$ cat config.mk
export PLATFORM = sky130hd
export DESIGN_NAME = ocell_ddr_out
export DESIGN_NICKNAME = d
export VERILOG_FILES = /design/src/rtl/ocell_pkg.sv /design/src/rtl/ocell_pol.sv /design/src/rtl/ocell_lane.sv /design/src/rtl/ocell_ddr_out.sv
export SDC_FILE = /design/constraint.sdc
export NUM_CORES = 1
export LEC_CHECK = 0
export BUFFER_PORTS_ARGS = -buffer_cell sky130_fd_sc_hd__buf_2
export CORE_AREA = 2 2 39 41
export CTS_CLUSTER_SIZE = 12
export DETAILED_ROUTE_END_ITERATION = 10
export DIE_AREA = 0 0 41 43
export PLACE_DENSITY = 0.45
export SYNTH_ARGS = -nofsm -noshare
export SYNTH_HDL_FRONTEND = slang
export SYNTH_SLANG_ARGS = --single-unit
$ cat constraint.sdc
create_clock -name clk_i -period 0.8 [get_ports clk_i]
set_clock_uncertainty 0.1 [all_clocks]
set_input_delay 0 -clock clk_i [delete_from_list [all_inputs] [get_ports clk_i]]
set_output_delay 0 -clock clk_i [all_outputs]
set_load 0.02 [all_outputs]
$ cat src/rtl/ocell_pkg.sv
package ocell_pkg;

    typedef enum logic [1:0] {
        PM_BYPASS = 2'd0,
        PM_SDR    = 2'd1,
        PM_DDR    = 2'd2
    } path_mode_e;

    localparam int unsigned N_CTRL  = 7;
    localparam int unsigned B_DAT0  = 0;
    localparam int unsigned B_DAT1  = 1;
    localparam int unsigned B_TRI0  = 2;
    localparam int unsigned B_TRI1  = 3;
    localparam int unsigned B_CE    = 4;
    localparam int unsigned B_CLK   = 5;
    localparam int unsigned B_RST   = 6;
    localparam int unsigned N_LANES = 2;

    typedef struct packed {
        logic rise;
        logic fall;
    } lane_st_t;

endpackage

$ cat src/rtl/ocell_pol.sv
module ocell_pol #(
    parameter int unsigned      N    = 7,
    parameter logic [N-1:0]     MASK = '0
) (
    input  logic [N-1:0] raw_i,
    output logic [N-1:0] eff_o
);
    for (genvar k = 0; k < N; k++) begin : g_bit
        if (MASK[k]) begin : g_inv
            assign eff_o[k] = ~raw_i[k];
        end else begin : g_pass
            assign eff_o[k] = raw_i[k];
        end
    end
endmodule

$ cat src/rtl/ocell_lane.sv
module ocell_lane
    import ocell_pkg::*;
#(
    parameter path_mode_e MODE    = PM_DDR,
    parameter logic       RST_VAL = 1'b0
) (
    input  logic clk_i,
    input  logic rst_i,
    input  logic ce_i,
    input  logic a_i,
    input  logic b_i,
    output logic q_o
);
    lane_st_t st_d;
    logic     rise_q;
    logic     fall_q;

    always_comb begin
        st_d.rise = rise_q;
        st_d.fall = fall_q;
        if (ce_i) begin
            st_d.rise = a_i;
            st_d.fall = b_i;
        end
    end

    always_ff @(posedge clk_i or posedge rst_i) begin
        if (rst_i) rise_q <= RST_VAL;
        else       rise_q <= st_d.rise;
    end

    always_ff @(negedge clk_i or posedge rst_i) begin
        if (rst_i) fall_q <= RST_VAL;
        else       fall_q <= st_d.fall;
    end

    always_comb begin
        case (MODE)
            PM_BYPASS: q_o = a_i;
            PM_SDR:    q_o = rise_q;
            default:   q_o = clk_i ? rise_q : fall_q;
        endcase
    end

    // enabled rising edge loads the first line
    p_rise_load_r3: assert property (@(posedge clk_i) disable iff (rst_i)
        ce_i |=> rise_q == $past(a_i));
    // disabled rising edge keeps the stored bit
    p_rise_hold_r8: assert property (@(posedge clk_i) disable iff (rst_i)
        !ce_i |=> $stable(rise_q));
    // enabled falling edge loads the second line
    p_fall_load_r4: assert property (@(negedge clk_i) disable iff (rst_i)
        ce_i |=> fall_q == $past(b_i));
    // disabled falling edge keeps the stored bit
    p_fall_hold_r8: assert property (@(negedge clk_i) disable iff (rst_i)
        !ce_i |=> $stable(fall_q));
endmodule

$ cat src/rtl/ocell_ddr_out.sv
module ocell_ddr_out
    import ocell_pkg::*;
#(
    parameter path_mode_e         DATA_MODE = PM_DDR,
    parameter path_mode_e         TRI_MODE  = PM_DDR,
    parameter logic [N_CTRL-1:0]  INV_MASK  = '0,
    parameter logic               DATA_RST  = 1'b0,
    parameter logic               TRI_RST   = 1'b1
) (
    input  logic clk_i,
    input  logic rst_i,
    input  logic ce_i,
    input  logic dat0_i,
    input  logic dat1_i,
    input  logic tri0_i,
    input  logic tri1_i,
    output logic pad_out_o,
    output logic pad_oe_n_o,
    input  logic pad_in_i,
    output logic core_in_o
);
    logic [N_CTRL-1:0]  raw;
    logic [N_CTRL-1:0]  eff;
    logic [N_LANES-1:0] lane_a;
    logic [N_LANES-1:0] lane_b;
    logic [N_LANES-1:0] lane_q;

    assign raw[B_DAT0] = dat0_i;
    assign raw[B_DAT1] = dat1_i;
    assign raw[B_TRI0] = tri0_i;
    assign raw[B_TRI1] = tri1_i;
    assign raw[B_CE]   = ce_i;
    assign raw[B_CLK]  = clk_i;
    assign raw[B_RST]  = rst_i;

    ocell_pol #(.N(N_CTRL), .MASK(INV_MASK)) u_pol (
        .raw_i (raw),
        .eff_o (eff)
    );

    assign lane_a = {eff[B_TRI0], eff[B_DAT0]};
    assign lane_b = {eff[B_TRI1], eff[B_DAT1]};

    for (genvar g = 0; g < N_LANES; g++) begin : g_lane
        localparam path_mode_e LMODE = (g == 0) ? DATA_MODE : TRI_MODE;
        localparam logic       LRST  = (g == 0) ? DATA_RST  : TRI_RST;
        ocell_lane #(.MODE(LMODE), .RST_VAL(LRST)) u_lane (
            .clk_i (eff[B_CLK]),
            .rst_i (eff[B_RST]),
            .ce_i  (eff[B_CE]),
            .a_i   (lane_a[g]),
            .b_i   (lane_b[g]),
            .q_o   (lane_q[g])
        );
    end

    assign pad_out_o  = lane_q[0];
    assign pad_oe_n_o = lane_q[1];
    assign core_in_o  = pad_in_i;
endmodule

After elaboration in Yosys (flattened, before gate mapping):

Cells that the tools add are included.

* mux-type cells: 2

Operators by type and width (count)
* $mux W1: 2

* word-level logic and storage cells: 6
* input port bits: 8
* bits in registers: 4

Longest topological paths before layout:

Gate-level depths: netlist of the first run.

* word-level depth: 1
* depth in mapped cells: 1

Hierarchy:

Synthesis of the first run repeated with hierarchy kept, for this count alone.

* cells, all modules: 21
* area, all modules: 241.5 sq um

Modules (own cells, without submodules)
* ocell_lane at g_lane[1].u_lane: sequential area each 52.6 sq um, area each 93.8 sq um, times used 1, cells each 7
* ocell_lane at g_lane[0].u_lane: sequential area each 50.0 sq um, area each 87.6 sq um, times used 1, cells each 6
* ocell_pol: sequential area each 0.0 sq um, area each 52.6 sq um, times used 1, cells each 7
* ocell_ddr_out: sequential area each 0.0 sq um, area each 7.5 sq um, times used 1, cells each 1

==> impl_metrics.py, run 1 <==
metrics = {
    "worst_setup_path": {
        "critPathKind": "reg2out",
        "worstPathArrival_ns": 1.58,
        "critPathCaptureType": "output pin",
        "critPathRequiredTime_ns": 0.70,
        "crit_path_max_fanout": 2,
        "worstSetupStartpointType": "flop",
    },
    "timing": {
        "rsz0062_at_grt": "true",
        "worst_hold_slack_ns": -0.119,
        "hold_viol_final": 2,
        "worst_slew_pin_slew_ns": 0.214,
        "setup_viol": 6,
        "slew_violations": 0,
        "tns_ns": -2.26,
        "setup_slack_ns": -0.879,
        "relSlewSlack": 0.857,
    },
    "clocking": {
        "hold_buffers": 4,
        "clock_latency_ns": 0.38,
        "cts_tree": "yes",
        "path_clk_slew_ns": 0.05,
    },
    "cells_and_area": {
        "n_fill_cell": 146,
        "drive_gt1_frac": 0.763,
        "fin_area_um2": 418,
        "multi_input_area_um2": 86.3,
        "diodes": 0,
        "seq_area_um2": 103,
        "fin_util": 0.302,
        "nets": 47,
        "syn_to_final_growth_pct": 126,
    },
    "routing": {
        "drt-total-wl_um": 529,
        "via_per_inst": 3.61,
        "wl_per_cell_um": 9.80,
        "ant_nets": 0,
        "drtIter0Drc": 2,
        "drc": 0,
        "dr.pass1.iters": 3,
        "vias": 195,
    },
    "power": {
        "irDropWorstVdd_v": 0.00127,
        "switchingPower_mw": 0.384,
        "pwr-share-comb": 0.088,
        "p_int_mw": 0.967,
        "p_per_area_nw_per_um2": 3230,
        "p_seq_frac": 0.180,
        "swShare": 0.284,
        "clkPwrFrac": 0.732,
        "leakage_nw": 0.217,
    },
    "synth": {
        "synth.most_common_cell": "mux2_2",
        "syn_inst": 13,
        "syn_area_um2": 185,
        "ys_top_cells_by_count": "6 x mux2_2, 2 x dfstp_2, 2 x inv_1",
        "ys_seq_area_frac": 0.554,
        "synth.avg_cell_area_um2": 14.2,
        "synth-async-reset-ratio": 1.00,
        "synth_top_area_cell": "mux2_2",
        "syn_nets": 21,
        "ys_ff_latch": 4,
        "synth.top_cells.by_area": "mux2_2 36%, dfstp_2 28%, dfrtn_1 14%",
        "ys_warn_count": 0,
        "synth.top_cell.area_share": 0.365,
        "synth-edff-count": 0,
        "synth_cell_types": 6,
        "synthFlopType": "dfstp_2",
    },
    "global_routing": {
        "first_global_vias": 240,
        "grt_max_degree": 5,
        "grt_usage": 0.0857,
        "gr-usage-met3": 0.115,
        "gr-total-overflow": 0,
        "use_met2": 0.0813,
        "grt-busiest-layer": "met4",
        "use_met1": 0.0586,
        "grt_pass1_wl_um": 772,
        "antenna_found_initial": 0,
    },
    "floorplanning": {
        "num_rows": 14,
        "core_um2": 1380,
        "dieWidth_um": 41,
        "die_h_um": 43,
        "dieArea_um2": 1760,
        "initial_core_util": 0.134,
        "io_pins": 11,
    },
    "min_path": {
        "hold_path.class": "in2reg",
    },
    "place": {
        "gp_congestion": 0.556,
        "port_buffers": 8,
        "placed_area_um2": 264,
        "dp_hpwl_um": 325,
    },
    "status": {
        "outcome": "complete, but fails checks",
        "violations": "negative hold slack, negative setup slack",
    },
    "run": {
        "cap_violations": 0,
    },
}
## layout by cell type, fill, tap and decap left out
cell type      synthesis  final
mux2_2                 6      1
clkbuf_1               0      1
buf_4                  1      4
dfstp_2                2      2
buf_6                  0      4
buf_2                  0      6
clkbuf_4               0      7
dlygate4sd3_1          0      4
mux2_4                 0      5
inv_1                  2      2
dfrtn_1                1      1
dfrtp_1                1      1
## area by class of cell
class,instances,share of cell area
repair buffers,16,0.293
clock inverters,1,0.00898
flip-flops and latches,4,0.246
clock buffers,10,0.189
inverters,1,0.00898
well taps,16,0.0479
multi-input cells,6,0.207
## worst max-delay path, stage by stage (launching register included)
cell	delay [ns]
dfstp_2	0.52
mux2_4	0.14
buf_6	0.11
## per-layer routing
metal  wire (um)  vias up  part of all wire
li1            -       92                 -
met1         199       86              0.38
met2         235       15              0.44
met3          86        2              0.16
met4           8        0             0.015
met5           0        -                 0
## state kept, by name, summed over array words and instances (netlist names)
register / flops
g_lane.u_lane.fall_q: 2
g_lane.u_lane.rise_q: 2
## repair_timing
action | 4_1_cts | 5_1_grt
setup buffers | 3 | 1
pin swaps | 0 | 0
setup endpoints to repair | 6 | 6
endpoints found under the hold margin | 7 | 2
resized for setup | 6 | 2
## final timing paths
check | cells past startpoint | to | start | slack [ns]
setup / recovery | 2 | pad_oe_n_o | g_lane[1].u_lane.fall_q | -0.88
hold / removal | 2 | g_lane[0].u_lane.rise_q | ce_i | -0.12
setup reg to reg | 3 | g_lane[1].u_lane.fall_q | g_lane[1].u_lane.fall_q | -0.21
hold reg to reg | 1 | g_lane[0].u_lane.rise_q | g_lane[0].u_lane.rise_q | 0.42
max in group asynchronous | 3 | g_lane[1].u_lane.fall_q | rst_i | 0.12
min in group asynchronous | 4 | g_lane[0].u_lane.rise_q | rst_i | 0.07
## per-stage QoR
| step | cells | hold WS [ns] | setup WS [ns] | power (mW) |
|---|---|---|---|---|
| floorplan | 13 | -0.335 | -0.373 | 0.513 |
| global placement | 38 | -0.118 | -0.472 | 0.579 |
| detailed placement | 38 | -0.118 | -0.483 | 0.585 |
| CTS | 53 | -0.128 | -0.889 | 1.37 |
| global route | 54 | -0.117 | -0.919 | 1.45 |
| finish | 54 | -0.119 | -0.879 | 1.35 |
## logic make-up (layout without fill, tap and decap cells)
family	after synthesis	in the layout	synth area share
muxes	6	6	0.365
DFF	4	4	0.554
buffers and inverters	3	28	0.0811
## power by group through the flow
stage | combinational, mW | sequential, mW | clock [mW]
2_1_floorplan | 0.0352 | 0.241 | 0.236
3_3_place_gp | 0.0540 | 0.243 | 0.282
3_5_place_dp | 0.0565 | 0.246 | 0.282
4_1_cts | 0.106 | 0.242 | 1.03
5_1_grt | 0.131 | 0.245 | 1.08
6_report | 0.119 | 0.243 | 0.989
Note: power is estimated with default switching activity, not from simulation.
==> inputs of run 2 (changes only) <==
RECOVER_POWER = 50   (was default)
==> run 2 against run 1 <==
Net effect: combinational power about the same; largest cell class unchanged; register-to-register slack about the same; clock power about the same; via count increased by 1.0%; wire length decreased by 0.38%; cell area decreased by 0.90%; non-clock buffer count unchanged; highest routed layer unchanged; the flow still finishes with violations (negative hold slack, negative setup slack).
==> impl_metrics.py, run 2 (synthesis results as in run 1) <==
metrics = {
    "power": {
        "p_per_area_nw_per_um2": 3260,
        "irDropWorstVdd_v": 0.00127,
        "leakage_nw": 0.214,
    },
    "clocking": {
        "path_clk_slew_ns": 0.05,
        "clock_latency_ns": 0.38,
        "hold_buffers": 4,
        "cts_tree": "yes",
    },
    "place": {
        "port_buffers": 8,
        "dp_hpwl_um": 325,
        "gp_congestion": 0.556,
        "dp_cells": 38,
        "dp_slack_ns": -0.483,
    },
    "floorplanning": {
        "initial_core_util": 0.134,
        "num_rows": 14,
        "dieArea_um2": 1760,
        "dieWidth_um": 41,
        "core_um2": 1380,
        "die_h_um": 43,
        "io_pins": 11,
    },
    "timing": {
        "rsz0062_at_grt": "true",
        "worst_slew_pin_slew_ns": 0.214,
        "relSlewSlack": 0.857,
        "hold_viol_final": 2,
        "slew_violations": 0,
        "worst_hold_slack_ns": -0.120,
        "tns_ns": -2.26,
        "setup_viol": 6,
        "setup_slack_ns": -0.879,
    },
    "routing": {
        "via_per_inst": 3.65,
        "dr.pass1.iters": 3,
        "vias": 197,
        "drtIter0Drc": 2,
        "drc": 0,
        "wl_per_cell_um": 9.76,
        "ant_nets": 0,
        "drt-total-wl_um": 527,
    },
    "cells_and_area": {
        "final_cells": 54,
        "final_cell_mix": "7 x clkbuf_4, 6 x buf_2, 5 x mux2_4",
        "diodes": 0,
        "syn_to_final_growth_pct": 124,
        "fin_util": 0.299,
        "largestRegisters": "g_lane.u_lane.fall_q x2, g_lane.u_lane.rise_q x2",
        "layout_commonest_cell": "clkbuf_4",
        "drive_gt1_frac": 0.737,
        "nets": 47,
    },
    "worst_setup_path": {
        "worstSetupStartpointType": "flop",
        "critPathCaptureType": "output pin",
        "critPathRequiredTime_ns": 0.70,
        "crit_path_max_fanout": 2,
        "reg2reg_setup_slack_ns": -0.21,
        "critPathKind": "reg2out",
        "worstPathArrival_ns": 1.58,
        "ff2ff_path_depth": 3,
    },
    "global_routing": {
        "grt_max_degree": 5,
        "first_global_vias": 240,
        "grt_usage": 0.0857,
        "grt_pass1_wl_um": 772,
        "gr-total-overflow": 0,
        "antenna_found_initial": 0,
    },
    "run": {
        "cap_violations": 0,
    },
    "status": {
        "outcome": "complete, but fails checks",
        "violations": "negative hold slack, negative setup slack",
    },
    "min_path": {
        "hold_depth": 2,
        "hold_path.class": "in2reg",
    },
}
## run 2: path summary, 6_finish.rpt
path | startpoint | end
hold / removal | ce_i | g_lane[0].u_lane.rise_q
setup / recovery | g_lane[1].u_lane.fall_q | pad_oe_n_o
hold reg to reg | g_lane[0].u_lane.rise_q | g_lane[0].u_lane.rise_q
max in group asynchronous | rst_i | g_lane[0].u_lane.fall_q
min in group asynchronous | rst_i | g_lane[0].u_lane.rise_q
setup reg to reg | g_lane[1].u_lane.fall_q | g_lane[1].u_lane.fall_q
## run 2: final cells by class
| cell class | count | area, um^2 |
|---|---|---|
| clock buffers | 10 | 78.8 |
| clock inverters | 1 | 3.75 |
| fillers | 145 | 970 |
| inverters | 1 | 3.75 |
| multi-input cells | 6 | 86.3 |
| flip-flops and latches | 4 | 103 |
| well taps | 16 | 20.0 |
| repair buffers | 16 | 119 |
## run 2: metrics by stage
stage          area (um^2)  power (mW)
2_1_floorplan          196       0.513
3_3_place_gp           264       0.579
3_5_place_dp           264       0.585
4_1_cts                403        1.37
5_1_grt                414        1.45
6_report               414        1.35
## run 2: report_power, final
part	internal [mW]	switching [mW]	total [mW]
Combinational	0.0838	0.0333	0.117
Clock	0.649	0.340	0.989
Sequential	0.232	0.0111	0.243
## run 2: routing by layer
layer	share of wire	GRT usage	routed length [um]
met1	0.38	0.0586	200
met2	0.44	0.0813	232
met3	0.16	0.115	86
met4	0.015	0.127	8
met5	0	0	0
## run 2: worst max-delay path: stages, from the launching register on
cell and delay [ns]:
dfstp_2 0.52, mux2_4 0.14, buf_6 0.11
## run 2: repair_timing
action / in CTS / in global routing
resized for setup: 6 / 2
setup endpoints to repair: 6 / 6
buffers inserted: 3 / 1
endpoints found under the hold margin: 7 / 2
==> inputs of run 3 (changes only) <==
PLACE_DENSITY = 0.44   (was 0.45)
clock period = 1.7 ns   (was 0.8 ns; I/O delays follow)
==> run 3 against run 2 <==
Net effect: the flow finishes with violations (negative setup slack); power down 55%; critical path type unchanged; highest routed layer unchanged; largest cell class unchanged; sequential share of layout area grew 1.3 points; register-to-register slack better by 0.52 ns; global-route usage grew 2.3 points; sequential cell count is the same; first-iteration DRC count shrank 100%; final cell count shrank 1.9%; sequential power shrank 53%; largest power group unchanged; clock power down 55%; wire length shrank 0.76%.
==> impl_metrics.py, run 3 (synthesis results as in run 1) <==
metrics = {
    "cells_and_area": {
        "syn_to_final_growth_pct": 113,
        "nets": 46,
        "fin_area_um2": 394,
        "diodes": 0,
        "fin_util": 0.285,
        "final_cell_mix": "7 x clkbuf_4, 7 x dlygate4sd3_1, 5 x mux2_2, 5 x buf_2",
        "final_cells": 53,
        "drive_gt1_frac": 0.649,
        "largestRegisters": "g_lane.u_lane.fall_q x2, g_lane.u_lane.rise_q x2",
    },
    "routing": {
        "vias": 189,
        "wl_per_cell_um": 9.87,
        "drt-total-wl_um": 523,
        "ant_nets": 0,
        "drtIter0Drc": 0,
        "via_per_inst": 3.57,
        "drc": 0,
        "dr.pass1.iters": 1,
    },
    "place": {
        "dp_cells": 36,
        "gp_congestion": 0.531,
        "port_buffers": 8,
        "placed_area_um2": 238,
        "dp_hpwl_um": 298,
    },
    "worst_setup_path": {
        "reg2reg_to": "g_lane[0].u_lane.rise_q",
        "worstSetupStartpointType": "flop",
        "worstPathArrival_ns": 2.02,
        "critPathCaptureType": "output pin",
        "critPathKind": "reg2out",
        "r2r-start": "g_lane[0].u_lane.rise_q",
        "reg2reg_setup_slack_ns": 0.31,
        "ff2ff_path_depth": 2,
        "critPathRequiredTime_ns": 1.60,
        "crit_path_max_fanout": 2,
    },
    "clocking": {
        "cts_tree": "yes",
        "clock_latency_ns": 0.36,
        "path_clk_slew_ns": 0.04,
    },
    "timing": {
        "hold_viol_final": 0,
        "setup_slack_ns": -0.420,
        "worst_slew_pin_slew_ns": 0.214,
        "setup_viol": 2,
        "slew_violations": 0,
        "tns_ns": -0.763,
        "rsz0062_at_grt": "true",
        "relSlewSlack": 0.857,
    },
    "status": {
        "outcome": "complete, but fails checks",
        "violations": "negative setup slack",
    },
    "global_routing": {
        "grt_pass1_wl_um": 876,
        "gr-usage-met3": 0.110,
        "use_met1": 0.0356,
        "first_global_vias": 275,
        "antenna_found_initial": 0,
        "use_met2": 0.103,
        "gr-total-overflow": 0,
        "grt_max_degree": 5,
        "grt_usage": 0.109,
        "grt-busiest-layer": "met4",
    },
    "floorplanning": {
        "num_rows": 14,
        "dieArea_um2": 1760,
        "dieWidth_um": 41,
        "core_um2": 1380,
        "io_pins": 11,
        "initial_core_util": 0.134,
        "die_h_um": 43,
    },
    "power": {
        "irDropWorstVdd_v": 0.000238,
        "p_per_area_nw_per_um2": 1530,
        "finalPower_mw": 0.602,
        "leakage_nw": 0.188,
    },
    "run": {
        "cap_violations": 0,
    },
    "min_path": {
        "hold_path.class": "in2async",
    },
}
run 3: cell types whose count changed in the layout (fill, tap and decap cells not counted):
cell | previous run | this run
buf_2 | 6 | 5
buf_4 | 3 | 2
buf_6 | 4 | 2
dlygate4sd3_1 | 4 | 7
mux2_2 | 1 | 5
mux2_4 | 5 | 1
run 3: power breakdown:
group	leakage, nW	switching [mW]	internal, mW
registers	0.0444	0.00455	0.109
logic	0.0809	0.0127	0.0319
clock network	0.0630	0.148	0.295
total	0.188	0.165	0.436
run 3: worst max-delay path by stage:
| stage | start | endpoint | slack (ns) |
|---|---|---|---|
| 2_1_floorplan | g_lane[1].u_lane.fall_q | pad_oe_n_o | 0.05 |
| 3_3_place_gp | g_lane[1].u_lane.fall_q | pad_oe_n_o | -0.02 |
| 3_5_place_dp | g_lane[1].u_lane.fall_q | pad_oe_n_o | -0.02 |
| 4_1_cts | g_lane[1].u_lane.fall_q | pad_oe_n_o | -0.43 |
| 5_1_grt | g_lane[1].u_lane.fall_q | pad_oe_n_o | -0.48 |
| 6_report | g_lane[1].u_lane.fall_q | pad_oe_n_o | -0.42 |
run 3: layer usage:
| metal | vias to the layer above | wire [um] |
|---|---|---|
| met5 | - | 0 |
| met4 | 0 | 27 |
| met3 | 3 | 44 |
| met2 | 9 | 321 |
| met1 | 87 | 129 |
| li1 | 90 | - |
run 3: final cells by class:
class / instances / area [um^2]
flip-flops and latches: 4 / 103
repair buffers: 15 / 114
inverters: 1 / 3.75
clock inverters: 1 / 3.75
clock buffers: 10 / 78.8
well taps: 16 / 20.0
multi-input cells: 6 / 71.3
fillers: 152 / 990
run 3: stage by stage:
| stage | hold WS [ns] | worst slack (ns) |
|---|---|---|
| floorplan | -0.335 | 0.0500 |
| global placement | -0.215 | -0.0209 |
| detailed placement | -0.214 | -0.0249 |
| CTS | 0.187 | -0.433 |
| global route | 0.194 | -0.478 |
| finish | 0.183 | -0.420 |
run 3: what timing repair did:
item	4_1_cts	5_1_grt
gates resized for setup	5	0
cloned	0	0
hold buffers	7	0
endpoints found under the setup margin	2	2
buffers inserted	1	1
endpoints found under the hold margin	5	0
run 3: critical path, stage by stage (launching register included):
cell and delay, ns:
dfstp_2 0.52, mux2_4 0.14, buf_6 0.11
